File: src/rtl/csc_pkg.sv
package csc_pkg;
  localparam int EV_N    = 4;
  localparam int DATA_W  = 8;
  localparam int ADDR_W  = 3;

  localparam logic [ADDR_W-1:0] A_STAT = 3'd0;
  localparam logic [ADDR_W-1:0] A_CHG  = 3'd1;
  localparam logic [ADDR_W-1:0] A_MASK = 3'd2;
  localparam logic [ADDR_W-1:0] A_IGC  = 3'd3;
  localparam logic [ADDR_W-1:0] A_CDG  = 3'd4;
  localparam logic [ADDR_W-1:0] A_GLB  = 3'd5;

  localparam int EV_CD  = 3;
  localparam int EV_RDY = 2;
  localparam int EV_BW  = 1;
  localparam int EV_BD  = 0;

  localparam int GLB_LEVEL = 1;
  localparam int GLB_WB    = 2;
  localparam int IGC_IE    = 4;
  localparam int CDG_SWCD  = 5;

  typedef struct packed {
    logic       pwr_ok;
    logic       pwr_on;
    logic       rdy;
    logic       wp;
    logic [1:0] det;
    logic [1:0] bvd;
  } live_t;
endpackage

File: src/rtl/csc_sync.sv
module csc_sync #(
  parameter int W      = 8,
  parameter int STAGES = 2
) (
  input  logic         clk,
  input  logic         rst_n,
  input  logic [W-1:0] d_i,
  output logic [W-1:0] q_o
);
  logic [W-1:0] stg_q [STAGES];

  generate
    for (genvar s = 0; s < STAGES; s++) begin : g_stage
      logic [W-1:0] stg_d;
      if (s == 0) begin : g_first
        assign stg_d = d_i;
      end else begin : g_rest
        assign stg_d = stg_q[s-1];
      end
      always_ff @(posedge clk or negedge rst_n) begin
        if (!rst_n) stg_q[s] <= '0;
        else        stg_q[s] <= stg_d;
      end
    end
  endgenerate

  assign q_o = stg_q[STAGES-1];
endmodule

File: src/rtl/csc_evdet.sv
module csc_evdet
  import csc_pkg::*;
(
  input  logic            clk,
  input  logic            rst_n,
  input  live_t           live_i,
  input  logic            sw_cd_i,
  output logic [EV_N-1:0] ev_o
);
  live_t prev_q;
  live_t prev_d;

  always_comb begin
    prev_d = live_i;
    ev_o = '0;
    ev_o[EV_CD]  = (live_i.det != prev_q.det) | sw_cd_i;
    ev_o[EV_RDY] = live_i.rdy ^ prev_q.rdy;
    ev_o[EV_BW]  = prev_q.bvd[1] & ~live_i.bvd[1];
    ev_o[EV_BD]  = prev_q.bvd[0] & ~live_i.bvd[0];
  end

  always_ff @(posedge clk or negedge rst_n) begin
    if (!rst_n) prev_q <= '0;
    else        prev_q <= prev_d;
  end

  // rising battery lines never raise a battery event
  p_bvd_rise_quiet_r4: assert property (@(posedge clk) disable iff (!rst_n)
    (!prev_q.bvd[0] && live_i.bvd[0]) |-> !ev_o[EV_BD]);
endmodule

File: src/rtl/csc_flags.sv
module csc_flags #(
  parameter int N = 4
) (
  input  logic         clk,
  input  logic         rst_n,
  input  logic [N-1:0] ev_i,
  input  logic [N-1:0] clr_i,
  output logic [N-1:0] flag_o
);
  logic [N-1:0] flag_q;
  logic [N-1:0] flag_d;

  always_comb begin
    flag_d = (flag_q & ~clr_i) | ev_i;
  end

  always_ff @(posedge clk or negedge rst_n) begin
    if (!rst_n) flag_q <= '0;
    else        flag_q <= flag_d;
  end

  assign flag_o = flag_q;

  generate
    for (genvar i = 0; i < N; i++) begin : g_chk
      p_event_wins_r8: assert property (@(posedge clk) disable iff (!rst_n)
        ev_i[i] |=> flag_q[i]);
      p_flag_sticky_r5: assert property (@(posedge clk) disable iff (!rst_n)
        (flag_q[i] && !clr_i[i]) |=> flag_q[i]);
    end
  endgenerate
endmodule

File: src/rtl/csc_irq.sv
module csc_irq (
  input  logic clk,
  input  logic rst_n,
  input  logic req_i,
  input  logic level_i,
  output logic irq_o
);
  logic req_q, irq_q;
  logic irq_d;

  always_comb begin
    if (level_i) irq_d = req_i;
    else         irq_d = req_i & ~req_q;
  end

  always_ff @(posedge clk or negedge rst_n) begin
    if (!rst_n) begin
      req_q <= 1'b0;
      irq_q <= 1'b0;
    end else begin
      req_q <= req_i;
      irq_q <= irq_d;
    end
  end

  assign irq_o = irq_q;

  p_pulse_single_r11: assert property (@(posedge clk) disable iff (!rst_n)
    (!level_i && irq_o) |=> !irq_o);
  p_level_hold_r12: assert property (@(posedge clk) disable iff (!rst_n)
    (level_i && req_i) |=> irq_o);
endmodule

File: src/rtl/csc_irq_ctl.sv
module csc_irq_ctl
  import csc_pkg::*;
#(
  parameter int SYNC_STAGES = 2
) (
  input  logic              clk,
  input  logic              rst_n,
  input  logic              pwr_ok_i,
  input  logic              pwr_on_i,
  input  logic              rdy_i,
  input  logic              wp_i,
  input  logic [1:0]        det_i,
  input  logic [1:0]        bvd_i,
  input  logic [ADDR_W-1:0] reg_addr,
  input  logic              reg_wr,
  input  logic              reg_rd,
  input  logic [DATA_W-1:0] reg_wdata,
  output logic [DATA_W-1:0] reg_rdata,
  output logic              irq_o
);
  live_t           live_raw, live_s;
  logic [EV_N-1:0] ev, flags, clr;
  logic [EV_N-1:0] mask_q, mask_d;
  logic            ie_q, ie_d, lvl_q, lvl_d, wb_q, wb_d;
  logic            sw_cd, req;
  logic            unused_wdata;

  assign live_raw = '{pwr_ok: pwr_ok_i, pwr_on: pwr_on_i, rdy: rdy_i,
                      wp: wp_i, det: det_i, bvd: bvd_i};
  assign unused_wdata = ^{reg_wdata[7:6]};

  csc_sync #(.W($bits(live_t)), .STAGES(SYNC_STAGES)) u_sync (
    .clk(clk), .rst_n(rst_n), .d_i(live_raw), .q_o(live_s));

  assign sw_cd = reg_wr && (reg_addr == A_CDG) && reg_wdata[CDG_SWCD];

  csc_evdet u_evdet (
    .clk(clk), .rst_n(rst_n), .live_i(live_s), .sw_cd_i(sw_cd), .ev_o(ev));

  always_comb begin
    clr = '0;
    if (wb_q) begin
      if (reg_wr && reg_addr == A_CHG) clr = reg_wdata[EV_N-1:0];
    end else begin
      if (reg_rd && reg_addr == A_CHG) clr = '1;
    end
  end

  csc_flags #(.N(EV_N)) u_flags (
    .clk(clk), .rst_n(rst_n), .ev_i(ev), .clr_i(clr), .flag_o(flags));

  // configuration next state with explicit write enables
  always_comb begin
    mask_d = mask_q;
    ie_d   = ie_q;
    lvl_d  = lvl_q;
    wb_d   = wb_q;
    if (reg_wr) begin
      case (reg_addr)
        A_MASK:  mask_d = reg_wdata[EV_N-1:0];
        A_IGC:   ie_d   = reg_wdata[IGC_IE];
        A_GLB: begin
          lvl_d = reg_wdata[GLB_LEVEL];
          wb_d  = reg_wdata[GLB_WB];
        end
        default: ;
      endcase
    end
  end

  always_ff @(posedge clk or negedge rst_n) begin
    if (!rst_n) begin
      mask_q <= '0;
      ie_q   <= 1'b0;
      lvl_q  <= 1'b0;
      wb_q   <= 1'b0;
    end else begin
      mask_q <= mask_d;
      ie_q   <= ie_d;
      lvl_q  <= lvl_d;
      wb_q   <= wb_d;
    end
  end

  always_comb begin
    reg_rdata = '0;
    case (reg_addr)
      A_STAT: reg_rdata = live_s;
      A_CHG:  reg_rdata[EV_N-1:0] = flags;
      A_MASK: reg_rdata[EV_N-1:0] = mask_q;
      A_IGC:  reg_rdata[IGC_IE] = ie_q;
      A_GLB: begin
        reg_rdata[GLB_LEVEL] = lvl_q;
        reg_rdata[GLB_WB]    = wb_q;
      end
      default: reg_rdata = '0;
    endcase
  end

  assign req = ie_q && |(flags & mask_q);

  csc_irq u_irq (
    .clk(clk), .rst_n(rst_n), .req_i(req), .level_i(lvl_q), .irq_o(irq_o));

  p_ie_gate_r10: assert property (@(posedge clk) disable iff (!rst_n)
    !ie_q |=> !irq_o);
  p_wb_read_keeps_r7: assert property (@(posedge clk) disable iff (!rst_n)
    (wb_q && !reg_wr) |=> (flags & $past(flags)) == $past(flags));
  p_rd_clear_r6: assert property (@(posedge clk) disable iff (!rst_n)
    (!wb_q && reg_rd && reg_addr == A_CHG && ev == '0) |=> flags == '0);
endmodule

File: config.mk
export PLATFORM = sky130hd
export DESIGN_NAME = csc_irq_ctl
export DESIGN_NICKNAME = d
export VERILOG_FILES = /design/src/rtl/csc_pkg.sv /design/src/rtl/csc_sync.sv /design/src/rtl/csc_evdet.sv /design/src/rtl/csc_flags.sv /design/src/rtl/csc_irq.sv /design/src/rtl/csc_irq_ctl.sv
export SDC_FILE = /design/constraint.sdc
export NUM_CORES = 1
export LEC_CHECK = 0
export BUFFER_PORTS_ARGS = -buffer_cell sky130_fd_sc_hd__buf_2
export CORE_MARGIN = 4
export CORE_UTILIZATION = 54
export CTS_BUF_LIST = sky130_fd_sc_hd__clkbuf_2
export DETAILED_ROUTE_END_ITERATION = 10
export PLACE_DENSITY = 0.8
export SETUP_SLACK_MARGIN = 0.02
export SYNTH_ARGS = -nofsm -noshare
export SYNTH_HDL_FRONTEND = slang
export SYNTH_HIERARCHICAL = 1
export SYNTH_SLANG_ARGS = --single-unit
File: constraint.sdc
create_clock -name clk -period 1.5 [get_ports clk]
set_input_delay 0.3 -clock clk [delete_from_list [all_inputs] [get_ports clk]]
set_output_delay 0.3 -clock clk [all_outputs]
set_load 0.005 [all_outputs]
# After elaboration in Yosys (flattened, before gate mapping)

Index checks and enable logic that the tools add are counted.

Register bits: 34
Input bits: 23

Equal/unequal tests: 6
Mux-type cells: 9
Bitwise logic cells: 12
Reductions and logical operators: 10

Operators by type and width:

| cell                 | number |
|---|---|
| $mux W4              | 3 |
| $and A4 B4 Y4        | 2 |
| $pmux W2 S4          | 1 |
| $eq A3 B2 Y1 const B | 2 |
| $eq A3 B3 Y1 const B | 2 |
| $pmux W1 S3          | 2 |
| $reduce_and A2 Y1    | 3 |
| $logic_and A1 B1 Y1  | 5 |
| $not A4 Y4           | 1 |
| $or A4 B4 Y4         | 1 |
| $reduce_or A4 Y1     | 1 |
| $and A1 B1 Y1        | 3 |
| $eq A3 B1 Y1 const B | 1 |
| $logic_not A3 Y1     | 1 |
| $mux W3              | 1 |
| $not A1 Y1           | 3 |
| $ne A2 B2 Y1         | 1 |
| $pmux W1 S2          | 1 |
| $mux W1              | 1 |
| $or A1 B1 Y1         | 1 |
| $xor A1 B1 Y1        | 1 |

# Depth between registers and ports, before layout

Gate-level depths: netlist of the first run.

Depth in word-level cells: 7
Gate-level depth with buffers: 6

# By module

The synthesis of the first run kept the hierarchy.

Modules (own cells, without submodules):

| module      | instances | cells an instance | area an instance (um^2) | sequential area each (um^2) |
|---|---|---|---|---|
| csc_irq_ctl | 1         | 62                | 566.8                   | 175.2 |
| csc_sync    | 1         | 16                | 400.4                   | 400.4 |
| csc_evdet   | 1         | 11                | 170.2                   | 125.1 |
| csc_flags   | 1         | 12                | 145.1                   | 100.1 |
| csc_irq     | 1         | 4                 | 61.3                    | 50.0 |

# Worst setup path before layout of the first run

No wires, ideal clock.

Path type: input port to flip-flop
From: in reg_addr[0]
To: reg u_flags.flag_q[3] (netlist: u_flags/flag_o[3])
Data arrival time: 1199 ps
Setup slack: 183 ps
Stages on the path: 5
Buffers on the path: 1
Cells stage by stage: buf_2 -> nor2_1 -> and4_1 -> or3_1 -> a21o_1

Elaborated cells between the ends (all ways): 13

RTL lines:

| item                              | RTL line          | RTL |
|---|---|---|
| start: declaration                | csc_irq_ctl.sv:14 | `input logic [ADDR_W-1:0] reg_addr,` |
| $eq A3 B3 Y1                      | csc_irq_ctl.sv:35 | `assign sw_cd = reg_wr && (reg_addr == A_CDG) && reg_wdata[CDG_SWCD];` |
| $logic_and A1 B1 Y1 (2 in series) | csc_irq_ctl.sv:35 |  |
| named net sw_cd                   | csc_irq_ctl.sv:25 | `logic sw_cd, req;` |
| $or A1 B1 Y1                      | csc_evdet.sv:16   | `ev_o[EV_CD] = (live_i.det != prev_q.det) \| sw_cd_i;` |
| named net ev[3]                   | csc_irq_ctl.sv:22 | `logic [EV_N-1:0] ev, flags, clr;` |
| $or A4 B4 Y4                      | csc_flags.sv:14   | `flag_d = (flag_q & ~clr_i) \| ev_i;` |
| named net u_flags.flag_d[3]       | csc_flags.sv:11   | `logic [N-1:0] flag_d;` |
| end signal: assignment            | csc_flags.sv:19   | `else flag_q <= flag_d;` |
| end: declaration                  | csc_flags.sv:10   | `logic [N-1:0] flag_q;` |

The timed path passes the listed nets, and every way through them passes these cells.
A chain may end at the register's enable or synchronous reset.

# Worst setup path in the final report of the first run

From: reg u_sync.stg_q, in the netlist u_sync/q_o[1]
To: out reg_rdata[1]

Word-level cells in the longest chain between the ends: 1

Ends and longest elaborated chain:

| item                             | RTL line          | RTL |
|---|---|---|
| start: declaration               | csc_sync.sv:10    | `logic [W-1:0] stg_q [STAGES];` |
| start signal: indexed assignment | csc_sync.sv:22    | `else stg_q[s] <= stg_d;` |
| $pmux W2 S4                      | csc_irq_ctl.sv:87 | `case (reg_addr)` |
| end: declaration                 | csc_irq_ctl.sv:18 | `output logic [DATA_W-1:0] reg_rdata,` |

Every way passes these cells.

==> results of run 1 <==
final cells by class:
| type | count | area (um^2) |
|---|---|---|
| Clock buffer | 6 | 30.0 |
| Multi-Input combinational cell | 63 | 475 |
| Fill cell | 160 | 588 |
| Clock inverter | 2 | 8.76 |
| Tap cell | 28 | 35.0 |
| Sequential cell | 34 | 851 |
| Inverter | 5 | 18.8 |
| Timing Repair Buffer | 46 | 290 |
how the worst min path moves through the flow:
| stage | endpoint | slack [ns] | cells after the start | start |
|---|---|---|---|---|
| 2_1_floorplan | ie_q | 0.004 | 0 | rst_n |
| 3_3_place_gp | u_sync/q_o[2] | 0.33 | 0 | u_sync/g_stage[1].stg_d[2] |
| 3_5_place_dp | u_sync/q_o[3] | 0.33 | 0 | u_sync/g_stage[1].stg_d[3] |
| 4_1_cts | u_sync/g_stage[1].stg_d[0] | 0.01 | 1 | bvd_i[0] |
| 5_1_grt | u_sync/g_stage[1].stg_d[4] | 0.002 | 1 | wp_i |
| 6_report | u_sync/g_stage[1].stg_d[4] | 0.05 | 1 | wp_i |
cell families after synthesis:
logic type | count (synthesis)
XOR/XNOR | 3
AO/OA/AOI/OAI | 19
flip-flops | 34
multiplexers | 9
buffers and inverters | 8
AND/OR/NAND/NOR | 32
power by group through the flow:
stage                     Clock [mW]  Sequential, mW  Combinational, mW
final                          0.398            1.07              0.287
after global routing           0.464            1.08              0.322
after CTS                      0.417            1.07              0.272
after detailed placement           0            1.09              0.248
after global placement             0            1.09              0.239
after floorplan                    0            1.07              0.150
sequential cells by signal, summed over array words and instances (netlist names):
name	flops
u_sync/g_stage.stg_d	8
u_sync/q_o	8
u_evdet/prev_q	5
mask_q	4
u_flags/flag_o	4
ie_q	1
lvl_q	1
u_irq/irq_o	1
u_irq/req_q	1
wb_q	1
per-layer routing:
| metal | part of all wire | track usage |
|---|---|---|
| met5 | 0 | 0 |
| met4 | 0.025 | 0.106 |
| met3 | 0.098 | 0.0668 |
| met2 | 0.49 | 0.302 |
| met1 | 0.39 | 0.191 |
metrics by stage:
| stage | cell area, um^2 | worst slack, ns |
|---|---|---|
| floorplan | 1340 | 0.183 |
| global placement | 1520 | 0.0420 |
| detailed placement | 1520 | 0.0376 |
| CTS | 1630 | -0.149 |
| global route | 1710 | -0.262 |
| finish | 1710 | -0.140 |
timing repair:
item,4_1_cts,5_1_grt
hold buffers,1,6
pin swaps,6,1
hold endpoints to repair,34,6
setup endpoints to repair,4,5
gates resized for setup,3,2
buffers inserted,6,2
worst register-to-register path: stages (launching register included):
cell     delay [ns]
dfrtp_1        0.41
buf_4          0.13
buf_4          0.13
xor2_1         0.12
or3_1          0.30
a21o_1         0.16
layout by cell type, fill, tap and decap left out:
cell           instances
mux2_2                 3
buf_2                 29
nand2_2                2
or3_1                  1
clkinv_2               1
a21boi_0               1
nand2b_1               3
xor2_1                 3
nor3b_2                1
buf_4                 10
and2_1                 3
a21o_1                 4
and4_1                 1
a21oi_2                1
nor2_1                 2
and2_4                 1
o211ai_1               2
a21oi_1                4
clkinv_1               1
clkbuf_2               6
inv_1                  5
mux2_4                 6
nor3_1                 1
nor2b_1                4
nand3_1                7
a21boi_1               1
dfrtp_1               34
a211oi_1               4
nand2_1                4
nand4b_1               2
dlygate4sd3_1          7
a22oi_1                2
==> impl_metrics.ini, run 1 <==
[worst_setup_path]
crit_arrival_ns = 1.34
end_kind = output pin
r2r_cells = 5
cp_num_cells = 4
cp_top_family = flip-flops
worstPathMaxFanout = 2
cp_slowest_stage_delay_ns = 0.43
crit_chain = mux2_4 > nand2_2 > o211ai_1 > buf_2
r2r_end = u_flags/flag_o[3]
cp.required_ns = 1.20
crit_slowest_cell = dfrtp_1
ff2ff_setup_slack_ns = 0.21
cp-endpoint = reg_rdata[1]
crit_type = reg -> out
timing.rr.start = u_sync/q_o[2]
crit_buf_inv = 1
crit_start = u_sync/q_o[1]
start_kind = flop

[finish]
postLayoutCoreUtil = 0.744
diodes = 0
drive_above_1_share = 0.385
fin_nets = 178
area_growth_pct = 27.2
finalNonFillerCells = 184

[flow_run]
maxCapViolations = 0

[timing]
tightest_slew_ns = 0.417
slew_headroom = 0.722
finalCritPeriodShare = 1.09
period_minus_slack_ns = 1.64
fin_skew_ns = 0.0280
finalSetupViolations = 4
rsz0062_at_grt = true
whs_ns = 0.0520
max_freq_mhz = 610
maxSlewViolCount = 0
finalHoldViolCount = 0
setup_tns_ns = -0.394
setup_ws_ns = -0.140

[synth]
synth_edf_count = 0
synth-main-ff-cell = dfrtp_1
synth_top_family_by_area = simple AND/OR/NAND/NOR gates
yosysMostFrequentCell = dfrtp_1
yosysWarnings = 6
yosysTopAreaCellShare = 0.633
synth-xor-area-share = 0.0196
syn-num-nets = 128
synth_largest_area_cell = dfrtp_1
synth_commonest_cells = 34 x dfrtp_1, 7 x nand3_1, 6 x nand2_1
synth_area_um2 = 1340
yosys.area_share.simple = 0.139
synth_area_per_cell_um2 = 12.8
postSynth.asyncResetShare = 1.00
ys_top_cells_by_area = dfrtp_1 63%, mux2_4 4.5%, mux2_2 4.2%
ys_types = 25
synth_seq_cells = 34
synthAdderAreaFrac = 0
synth-compound-area-share = 0.0968
syn_inst = 105
synthMuxAreaShare = 0.0866
ys_seq_area_frac = 0.633

[outcome]
status = finished with violations
violations = setup timing

[clock_tree]
cts-buffers-inserted = 5
cts_sinks = 34
insertion_delay_ns = 0.37
path_clk_slew_ns = 0.16
cts_tree = done
cts-root-buf = clkbuf_2
htreeDepth = 2
max-clock-path-buffers = 2

[global_routing]
grt_pass1_vias = 1071
grt_pass1_wl_um = 4520
grt_usage = 0.179
grt_max_degree = 35
overflow = 0
antenna_found_initial = 0

[pwr]
p_int_mw = 1.29
combPwrFrac = 0.163
power_mw = 1.76
pwr_density_cell_nw_per_um2 = 1030
p_sw_mw = 0.467
netSwitchingFraction = 0.266
power_frac_clock = 0.227
seqPwrFrac = 0.610
p_leak_nw = 0.797
ir_drop_v = 0.000836

[detailed_routing]
dr.pass1.iters = 4
totalWireLength_um = 2610
wl_per_cell_um = 14.2
drt_iter0_drc = 38
via_count = 982
drc = 0
via_per_inst = 5.34
ant_nets = 0

[place]
dpl.cell_count = 161
port_buffers = 29
dpl.hpwl_um = 1820
routabilityCongestion = 0.784

[floorplan]
core_area_um2 = 2300
initial_core_util = 0.585
die_y_um = 57.9
die_x_um = 57.9
io_pins = 32
die-area_um2 = 3350
fp-row-count = 17

[min_path]
hold_path.class = in -> reg
Power figures use the tool's default switching activity.
==> run 2: changes to the inputs <==
CELL_PAD_IN_SITES_DETAIL_PLACEMENT = 1   (was not set)
CELL_PAD_IN_SITES_GLOBAL_PLACEMENT = 2   (was not set)
CORE_ASPECT_RATIO = 2   (was not set)
CORE_UTILIZATION = 36   (was 54)
PLACE_DENSITY = not set   (was 0.8)
PLACE_DENSITY_LB_ADDON = 0.1   (was not set)
==> run 2 against run 1 <==
Net effect:
- the flow still finishes with violations (setup timing)
- register-to-register slack worse by 0.08 ns
- combinational power increased by 4%
- utilization decreased by 25 points
- critical path type unchanged
- setup slack better by 0.016 ns
- hold slack better by 0.11 ns
- design area increased by 3.4%
- total power up 1.2%
- sequential power is essentially flat
- highest routed layer unchanged
- largest cell class unchanged
- sequential share of layout area shrank 1.7 points
- fmax rose by 0.97%
- die area rose by 44%
==> impl_metrics.ini, run 2 (synthesized netlist as in run 1, its figures left out) <==
[outcome]
status = finished with violations
violations = setup timing

[clock_tree]
cts_sinks = 34
cts-root-buf = clkbuf_2
insertion_delay_ns = 0.35
path_clk_slew_ns = 0.17
cts-buffers-inserted = 5
max-clock-path-buffers = 2
htreeDepth = 2
cts_tree = done

[timing]
finalHoldViolCount = 0
max_freq_mhz = 616
setup_tns_ns = -0.403
setup_ws_ns = -0.124
rsz0062_at_grt = true
tightest_slew_ns = 0.424
finalCritPeriodShare = 1.08
slew_headroom = 0.717
whs_ns = 0.166
finalSetupViolations = 4
period_minus_slack_ns = 1.62
maxSlewViolCount = 0
fin_skew_ns = 0.0116

[finish]
postLayoutCoreUtil = 0.490
num-fill-cells = 411
final_cell_mix = 34 x dfrtp_1, 29 x buf_2, 11 x buf_4
diodes = 0
area_growth_pct = 31.6
fin_nets = 181
drive_above_1_share = 0.390
final_common_cell = dfrtp_1

[worst_setup_path]
crit_slowest_cell = dfrtp_1
crit_chain = mux2_4 > nand2_2 > o211ai_1 > buf_2
cp.required_ns = 1.20
crit_type = reg -> out
crit_arrival_ns = 1.32
start_kind = flop
crit_buf_inv = 1
cp_top_family = flip-flops
end_kind = output pin
worstPathMaxFanout = 2
cp_slowest_stage_delay_ns = 0.43

[global_routing]
grt_max_degree = 35
grt_pass1_vias = 1114
grt_usage = 0.147
antenna_found_initial = 0
overflow = 0
grt_pass1_wl_um = 5160

[pwr]
power_mw = 1.78
ir_drop_v = 0.000594
p_leak_nw = 0.812
pwr_density_cell_nw_per_um2 = 1010

[detailed_routing]
via_count = 971
drt_iter0_drc = 8
via_per_inst = 4.67
drc = 0
wl_per_cell_um = 14.9
totalWireLength_um = 3090
dr.pass1.iters = 3
ant_nets = 0

[floorplan]
die_x_um = 51.2
initial_core_util = 0.373
die_y_um = 94.4
fp-row-count = 31
io_pins = 32
core_area_um2 = 3610
die-area_um2 = 4830

[place]
port_buffers = 29
dpl.hpwl_um = 2290
routabilityCongestion = 0.751

[min_path]
hold_path.class = in -> reg

[flow_run]
maxCapViolations = 0
run 2: cell type report:
cell class / count / area [um^2] / area share
Clock buffer: 6 / 30.0 / 0.0170
Clock inverter: 2 / 8.76 / 0.00495
Sequential cell: 34 / 851 / 0.481
Timing Repair Buffer: 49 / 318 / 0.180
Multi-Input combinational cell: 63 / 480 / 0.272
Tap cell: 49 / 61.3 / 0.0347
Inverter: 5 / 18.8 / 0.0106
run 2: where the power goes:
part | switching (mW) | leakage (nW) | internal, mW | total, mW
sequential | 0.0648 | 0.391 | 1.01 | 1.07
combinational | 0.128 | 0.391 | 0.170 | 0.299
clock | 0.291 | 0.0304 | 0.115 | 0.406
run 2: worst register-to-register path, delay by kind of cell (launching register included):
family | cells | cell delay [ns]
flip-flops | 1 | 0.41
XOR/XNOR | 1 | 0.13
AO/OA/AOI/OAI | 1 | 0.15
AND/OR/NAND/NOR | 1 | 0.34
buffers and inverters | 2 | 0.26
run 2: timing repair:
action | in CTS | in global routing
buffers inserted | 4 | 1
endpoints found under the setup margin | 4 | 5
pin swaps | 6 | 0
gates resized for setup | 3 | 3
hold buffers | 4 | 5
hold endpoints to repair | 37 | 5
run 2: final timing paths:
kind	slack, ns	from	to	cells after the start
min	0.17	reg_wdata[4]	ie_q	2
max	-0.12	u_sync/q_o[1]	reg_rdata[1]	4
max in group asynchronous	0.70	rst_n	u_flags/flag_o[0]	3
min in group asynchronous	0.49	rst_n	u_evdet/prev_q[0]	3
max reg2reg	0.13	u_sync/q_o[3]	u_flags/flag_o[3]	5
min reg2reg	0.37	u_sync/g_stage[1].stg_d[1]	u_sync/q_o[1]	0
run 2: per-layer routing:
metal | vias up | share of wire | global-route usage | wire, um
li1 | 469 | - | - | -
met5 | - | 0 | 0 | 0
met1 | 470 | 0.37 | 0.151 | 1140
met2 | 26 | 0.56 | 0.268 | 1720
met4 | 0 | 0.025 | 0.0809 | 76
met3 | 6 | 0.049 | 0.0316 | 151
run 2: through the flow:
stage	setup WS [ns]	area, um^2	std cells
floorplan	0.183	1340	105
global placement	0.00768	1580	186
detailed placement	-0.0269	1580	186
CTS	-0.161	1700	202
global route	-0.228	1770	208
finish	-0.124	1770	208
